[src/rtl/tpm_pkg.sv]
package tpm_pkg;

    typedef enum logic {
        S_IDLE = 1'b0,
        S_MOVE = 1'b1
    } tpm_state_e;

endpackage

[src/rtl/tpm_issue_check.sv]
// Issue-time range check and trimming of both masks to the vector length.
module tpm_issue_check #(
    parameter int NREG  = 32,
    parameter int MAXVL = 8,
    localparam int RW   = $clog2(NREG),
    localparam int VLW  = $clog2(MAXVL + 1)
) (
    input  logic [RW-1:0]    src_base,
    input  logic [RW-1:0]    dst_base,
    input  logic [VLW-1:0]   vl,
    input  logic             src_scalar,
    input  logic             dst_scalar,
    input  logic [MAXVL-1:0] src_mask,
    input  logic [MAXVL-1:0] dst_mask,
    output logic             trap,
    output logic [MAXVL-1:0] src_mask_trim,
    output logic [MAXVL-1:0] dst_mask_trim
);
    localparam int SW = ((RW > VLW) ? RW : VLW) + 1;

    logic [SW-1:0] src_end, dst_end;
    logic          vl_bad, src_over, dst_over;

    assign src_end  = SW'(src_base) + SW'(vl);
    assign dst_end  = SW'(dst_base) + SW'(vl);
    assign vl_bad   = vl > VLW'(MAXVL);
    assign src_over = !src_scalar && (src_end > SW'(NREG));
    assign dst_over = !dst_scalar && (dst_end > SW'(NREG));
    assign trap     = vl_bad || src_over || dst_over;

    for (genvar g = 0; g < MAXVL; g++) begin : g_trim
        assign src_mask_trim[g] = src_mask[g] && (VLW'(g) < vl);
        assign dst_mask_trim[g] = dst_mask[g] && (VLW'(g) < vl);
    end
endmodule

[src/rtl/tpm_lowest_set.sv]
// Finds the lowest set bit of a mask.
module tpm_lowest_set #(
    parameter int W  = 8,
    localparam int IW = $clog2(W)
) (
    input  logic [W-1:0]  mask,
    output logic          found,
    output logic [IW-1:0] idx
);
    always_comb begin
        found = 1'b0;
        idx   = '0;
        for (int i = W - 1; i >= 0; i--) begin
            if (mask[i]) begin
                found = 1'b1;
                idx   = IW'(i);
            end
        end
    end
endmodule

[src/rtl/tpm_elem_addr.sv]
// Register number of one element: the base alone for a scalar side.
module tpm_elem_addr #(
    parameter int RW = 5,
    parameter int IW = 3
) (
    input  logic [RW-1:0] base,
    input  logic [IW-1:0] idx,
    input  logic          scalar,
    output logic [RW-1:0] addr
);
    assign addr = scalar ? base : (base + RW'(idx));
endmodule

[src/rtl/tpm_move_unit.sv]
// Element-pairing sequencer for the twin-predicated move.
module tpm_move_unit
    import tpm_pkg::*;
#(
    parameter int NREG  = 32,
    parameter int XLEN  = 64,
    parameter int MAXVL = 8,
    localparam int RW   = $clog2(NREG),
    localparam int VLW  = $clog2(MAXVL + 1),
    localparam int IW   = $clog2(MAXVL)
) (
    input  logic             clk,
    input  logic             rst_n,
    input  logic             start_i,
    input  logic [RW-1:0]    src_base_i,
    input  logic [RW-1:0]    dst_base_i,
    input  logic [VLW-1:0]   vl_i,
    input  logic [MAXVL-1:0] src_mask_i,
    input  logic [MAXVL-1:0] dst_mask_i,
    input  logic             src_scalar_i,
    input  logic             dst_scalar_i,
    output logic [RW-1:0]    rf_raddr_o,
    input  logic [XLEN-1:0]  rf_rdata_i,
    output logic             rf_we_o,
    output logic [RW-1:0]    rf_waddr_o,
    output logic [XLEN-1:0]  rf_wdata_o,
    output logic             busy_o,
    output logic             done_o,
    output logic             trap_o
);
    localparam int SW = ((RW > VLW) ? RW : VLW) + 1;

    typedef struct packed {
        tpm_state_e       state;
        logic [RW-1:0]    src_base;
        logic [RW-1:0]    dst_base;
        logic [VLW-1:0]   vl;
        logic [MAXVL-1:0] src_mask;
        logic [MAXVL-1:0] dst_mask;
        logic             src_sc;
        logic             dst_sc;
        logic             trap;
    } regs_t;

    localparam regs_t REGS_RST = '{
        state:    S_IDLE,
        src_base: '0,
        dst_base: '0,
        vl:       '0,
        src_mask: '0,
        dst_mask: '0,
        src_sc:   1'b0,
        dst_sc:   1'b0,
        trap:     1'b0
    };

    regs_t r_d, r_q;

    logic             chk_trap;
    logic [MAXVL-1:0] src_trim, dst_trim;
    logic             s_found, d_found;
    logic [IW-1:0]    s_idx, d_idx;
    logic             src_avail, dst_avail, pair, finish;
    logic [RW-1:0]    src_addr, dst_addr;

    tpm_issue_check #(.NREG(NREG), .MAXVL(MAXVL)) u_check (
        .src_base      (src_base_i),
        .dst_base      (dst_base_i),
        .vl            (vl_i),
        .src_scalar    (src_scalar_i),
        .dst_scalar    (dst_scalar_i),
        .src_mask      (src_mask_i),
        .dst_mask      (dst_mask_i),
        .trap          (chk_trap),
        .src_mask_trim (src_trim),
        .dst_mask_trim (dst_trim)
    );

    tpm_lowest_set #(.W(MAXVL)) u_src_find (
        .mask  (r_q.src_mask),
        .found (s_found),
        .idx   (s_idx)
    );

    tpm_lowest_set #(.W(MAXVL)) u_dst_find (
        .mask  (r_q.dst_mask),
        .found (d_found),
        .idx   (d_idx)
    );

    tpm_elem_addr #(.RW(RW), .IW(IW)) u_src_addr (
        .base   (r_q.src_base),
        .idx    (s_idx),
        .scalar (r_q.src_sc),
        .addr   (src_addr)
    );

    tpm_elem_addr #(.RW(RW), .IW(IW)) u_dst_addr (
        .base   (r_q.dst_base),
        .idx    (d_idx),
        .scalar (r_q.dst_sc),
        .addr   (dst_addr)
    );

    // A scalar side is live while bit 0 of its trimmed mask stays set.
    assign src_avail = r_q.src_sc ? r_q.src_mask[0] : s_found;
    assign dst_avail = r_q.dst_sc ? r_q.dst_mask[0] : d_found;
    assign pair      = (r_q.state == S_MOVE) && src_avail && dst_avail;
    assign finish    = (r_q.state == S_MOVE) && !pair;

    always_comb begin
        r_d      = r_q;
        r_d.trap = 1'b0;
        unique case (r_q.state)
            S_IDLE: begin
                if (start_i) begin
                    if (chk_trap) begin
                        r_d.trap = 1'b1;
                    end else begin
                        r_d.state    = S_MOVE;
                        r_d.src_base = src_base_i;
                        r_d.dst_base = dst_base_i;
                        r_d.vl       = vl_i;
                        r_d.src_mask = src_trim;
                        r_d.dst_mask = dst_trim;
                        r_d.src_sc   = src_scalar_i;
                        r_d.dst_sc   = dst_scalar_i;
                    end
                end
            end
            S_MOVE: begin
                if (pair) begin
                    if (r_q.src_sc && r_q.dst_sc) begin
                        r_d.src_mask = '0;
                        r_d.dst_mask = '0;
                    end else begin
                        if (!r_q.src_sc) r_d.src_mask[s_idx] = 1'b0;
                        if (!r_q.dst_sc) r_d.dst_mask[d_idx] = 1'b0;
                    end
                end else begin
                    r_d.state = S_IDLE;
                end
            end
            default: r_d.state = S_IDLE;
        endcase
    end

    always_ff @(posedge clk or negedge rst_n) begin
        if (!rst_n) r_q <= REGS_RST;
        else        r_q <= r_d;
    end

    assign rf_raddr_o = src_addr;
    assign rf_we_o    = pair;
    assign rf_waddr_o = dst_addr;
    assign rf_wdata_o = rf_rdata_i;
    assign busy_o     = (r_q.state == S_MOVE);
    assign done_o     = finish;
    assign trap_o     = r_q.trap;

    // completion is a single-cycle pulse
    a_r8_done_single: assert property (@(posedge clk) disable iff (!rst_n)
        done_o |=> !done_o);

    // a trap comes with no write and no running operation
    a_r6_trap_quiet: assert property (@(posedge clk) disable iff (!rst_n)
        trap_o |-> (!rf_we_o && !busy_o && !done_o));

    // back-to-back writes on a vector destination climb in register number
    a_r2_dst_ascending: assert property (@(posedge clk) disable iff (!rst_n)
        (rf_we_o && $past(rf_we_o) && !r_q.dst_sc) |-> (rf_waddr_o > $past(rf_waddr_o)));

    // back-to-back reads on a vector source climb in register number
    a_r2_src_ascending: assert property (@(posedge clk) disable iff (!rst_n)
        (rf_we_o && $past(rf_we_o) && !r_q.src_sc) |-> (rf_raddr_o > $past(rf_raddr_o)));

    // no vector-side write leaves the checked range
    a_r6_no_overflow: assert property (@(posedge clk) disable iff (!rst_n)
        (rf_we_o && !r_q.dst_sc) |->
            ((SW'(rf_waddr_o) < (SW'(r_q.dst_base) + SW'(r_q.vl))) && (rf_waddr_o >= r_q.dst_base)));

    // operation parameters do not change while busy
    a_r9_hold_params: assert property (@(posedge clk) disable iff (!rst_n)
        (busy_o && $past(busy_o)) |-> ($stable(r_q.src_base) && $stable(r_q.dst_base) && $stable(r_q.vl)));

    // no write in the done cycle
    a_r8_done_no_write: assert property (@(posedge clk) disable iff (!rst_n)
        done_o |-> !rf_we_o);
endmodule

[config.mk]
export PLATFORM = sky130hd
export DESIGN_NAME = tpm_move_unit
export DESIGN_NICKNAME = d
export VERILOG_FILES = /design/src/rtl/tpm_pkg.sv /design/src/rtl/tpm_issue_check.sv /design/src/rtl/tpm_lowest_set.sv /design/src/rtl/tpm_elem_addr.sv /design/src/rtl/tpm_move_unit.sv
export SDC_FILE = /design/constraint.sdc
export NUM_CORES = 1
export LEC_CHECK = 0
export ABC_AREA = 1
export CAP_MARGIN = 20
export CORE_UTILIZATION = 25
export DETAILED_ROUTE_END_ITERATION = 10
export MAX_ROUTING_LAYER = met4
export PLACE_DENSITY = 0.57
export SLEW_MARGIN = 20
export SYNTH_ARGS = -nofsm -noshare
export SYNTH_HDL_FRONTEND = slang
export SYNTH_SLANG_ARGS = --single-unit
[constraint.sdc]
create_clock -name clk -period 3.8 [get_ports clk]
set_clock_uncertainty 0.15 [all_clocks]
set_input_delay 0.38 -clock clk [delete_from_list [all_inputs] [get_ports clk]]
set_output_delay 0.38 -clock clk [all_outputs]
set_load 0.005 [all_outputs]
==> key figures <==
Status
  – Status: complete, no violations

Routing
  – Drt drc: 0
  – Post-route antenna net violation count: 0
  – Final wirelength: 7800 um
  – DRT Pass-1 Iters: 4
  – 1st-iter DRT viols: 117
  – Vias: 2741
  – Vias per inst: 4.42
  – Routed WL per cell: 12.6 um

Logic synthesis
  – Yosys cell types: 34
  – Seq cells post-synth: 30
  – Mapped Cells: 464
  – Yosys warning count: 0
  – Mean cell area of the mapped netlist: 6.73 sq um
  – Cell area after synthesis: 3120 sq um
  – Sequential fraction of the synthesis area: 24.1%
  – Mapped Nets: 581

Setup path
  – CP endpoint kind: output pin
  – Worst reg2reg path depth: 8
  – R2R setup slack: 1.81 ns
  – RR Startpoint: r_q[1]$_DFFE_PN0P_
  – Worst Path Arrival: 3.07 ns
  – CP Launch Type: flip-flop
  – Critical path origin: r_q[17]$_DFFE_PN0P_
  – Crit-path max FO: 4
  – Critical path required time: 3.27 ns
  – CP Class: flip-flop to output pin

Die
  – Core Area: 12100 sq um
  – Die H: 114 um
  – Initial cell density of the core: 25.8%
  – Row Count: 40
  – I/O pin cnt: 177
  – Width of the die: 114 um
  – Die ar.: 12900 sq um

CTS
  – Skew-Pair Late Insertion Delay: 0.28 ns
  – Num CTS Buffers: 5
  – CTS H-tree depth: 2
  – Root Driver: clkbuf_16
  – Max clock buf depth: 2
  – Post-CTS sizing: 0
  – Number of post-CTS setup repair buffers: 0
  – Num Clock Sinks: 30
  – Clk pin slew, worst setup/hold paths: 0.05 ns
  – Hold_buf cts: 0
  – TritonCTS clock tree: done

Power
  – Sw Ratio: 45.3%
  – Comb power frac: 61.3%
  – Static Leakage: 1.78 nW
  – Flop pwr share: 23.6%
  – Total power: 2.62 mW
  – Pint: 1.44 mW
  – Cell Pwr Density: 759 nW/um^2
  – Clock power frac: 15.1%
  – NetSw: 1.19 mW
  – Max rail drop VDD: 0.000430 V

Run
  – # Max-Cap Violations: 0

Timing
  – Final period util: 94.7%
  – Slew headroom: 67.2%
  – Final Max Slew Viols: 0
  – Hold Vio Cnt, Final: 0
  – Setup_tns: 0 ns
  – Slew @ Worst Pin: 0.491 ns
  – Post-route minimum period: 3.60 ns
  – Max frequency: 278 MHz
  – RSZ-0062 raised after global routing: no
  – Final setup fails: 0

Layout
  – Synthesis-to-layout area growth: 10.7%
  – Commonest non-fill, non-tap cell in the layout: nand2_1
  – ANT cells: 0
  – Ratio of cells with drive above 1 in the final layout: 6.42%
  – Commonest cells after routing, fill and taps aside: nand2_1, inv_1, clkdlybuf4s50_1
  – Nets: 568

GRT
  – Initial antenna violation count: 0
  – First-pass GRT wire length: 12700 um
  – GRT Total Usage: 12.9%
  – Vias in the first global route: 2602
  – Pin count of the biggest net entering global routing: 31
  – Total gr overflow: 0

Worst hold path
  – Hold Crit Class: input pin to async pin

Placed design
  – DP Wirelength: 6170 um
  – Routability Congestion: 0.842
  – IO buf count: 48
==> cells by family (layout without fill, tap and decap cells) <==
kind of cell | after synthesis | in the layout | share of synthesized area (%)
adder cells (fa/ha/maj) | 18 | 18 | 8.18
XOR/XNOR | 4 | 4 | 1.12
flip-flops | 30 | 30 | 24.1
AND/OR/NAND/NOR | 234 | 234 | 33.6
buffers and inverters | 137 | 125 | 24.8
AO/OA/AOI/OAI | 41 | 41 | 8.18
==> synthesized netlist by cell type <==
cell      instances  area share, %
nor3_1            2           0.32
a22o_1            2           0.56
nand3_1          30            4.8
nor2_1           24            2.9
buf_2             3           0.48
and2_1            2           0.40
a31oi_1           1           0.20
nand2_4           1           0.36
clkbuf_2          1           0.16
nand4_1          17            3.4
fa_1              4            2.6
buf_4            64             15
nor3_2            1           0.32
clkbuf_1          1           0.12
dfrtp_1          30             24
buf_6             2           0.72
inv_2             1           0.12
nor2_4            2           0.72
nand3b_1          1           0.24
or2_2             2           0.40
nand3_2           2           0.64
inv_1            65            7.8
nand2_2           2           0.40
nand3_4           1           0.56
o211ai_1          2           0.48
nand2_1         145             17
a21boi_0          4           0.96
o21ai_2           4            1.1
ha_1             14            5.6
a21oi_4           1           0.52
a21oi_1          16            2.6
xnor2_1           4            1.1
nand3b_2          2           0.72
o21ai_0          11            1.8
==> power groups by stage <==
stage	sequential, mW	combinational (mW)	clock (mW)
final	0.619	1.61	0.396
after CTS	0.617	1.62	0.407
after global placement	0.615	1.57	0
after floorplan	0.568	1.09	0
after global routing	0.643	1.83	0.420
after detailed placement	0.621	1.60	0
==> stage by stage <==
stage / hold WS, ns / std cells / setup WS, ns / util, % / cell area (sq um)
2_1_floorplan: -0.0656 / 464 / 1.21 / - / 3120
3_3_place_gp: 0.341 / 612 / 0.491 / 27.3 / 3310
3_5_place_dp: 0.345 / 612 / 0.492 / 27.3 / 3310
4_1_cts: 0.361 / 620 / 0.181 / 28.5 / 3450
5_1_grt: 0.379 / 620 / 0.0118 / 28.5 / 3450
6_report: 0.352 / 620 / 0.200 / 28.5 / 3450
==> worst max-delay path: stages (launching register included) <==
cell	delay (ns)
dfrtp_1	0.40
inv_1	0.06
a21oi_1	0.05
o21ai_0	0.15
nand2_1	0.08
nand2_1	0.12
nand2_1	0.13
inv_1	0.08
ha_1	0.15
inv_1	0.05
fa_1	0.37
or2_2	0.32
nand2_1	0.07
nand3_1	0.08
xnor2_1	0.16
clkdlybuf4s50_1	0.52
==> flip-flops by register name, indices dropped and copies added, names as in the netlist <==
register / flops
trap_o: 1
busy_o: 1
r_q: 28
==> routing by layer <==
metal  routed length [um]  up-vias  GRT usage [%]
li1                     -     1372              -
met1                 3520     1283           15.7
met2                 3760       55           21.3
met3                  361       31           2.44
met4                  156        0           4.82
met5                    0        -              -
==> area by class of cell <==
| type | instances | area (sq um) |
|---|---|---|
| Tap cell | 168 | 210 |
| Inverter | 66 | 248 |
| Sequential cell | 30 | 751 |
| Timing Repair Buffer | 51 | 503 |
| Multi-Input combinational cell | 297 | 1600 |
| Clock buffer | 7 | 143 |
| Fill cell | 1350 | 8660 |
| Clock inverter | 1 | 5.00 |
==> worst paths after layout <==
check / endpoint
setup / recovery: rf_raddr_o[4]
hold / removal: r_q[17]$_DFFE_PN0P_
setup reg to reg: r_q[6]$_DFFE_PN0P_
hold reg to reg: r_q[32]$_DFFE_PN0P_
max in group asynchronous: r_q[5]$_DFFE_PN0P_
min in group clk: r_q[32]$_DFFE_PN0P_
No activity file was read; power rests on OpenSTA's default activity.
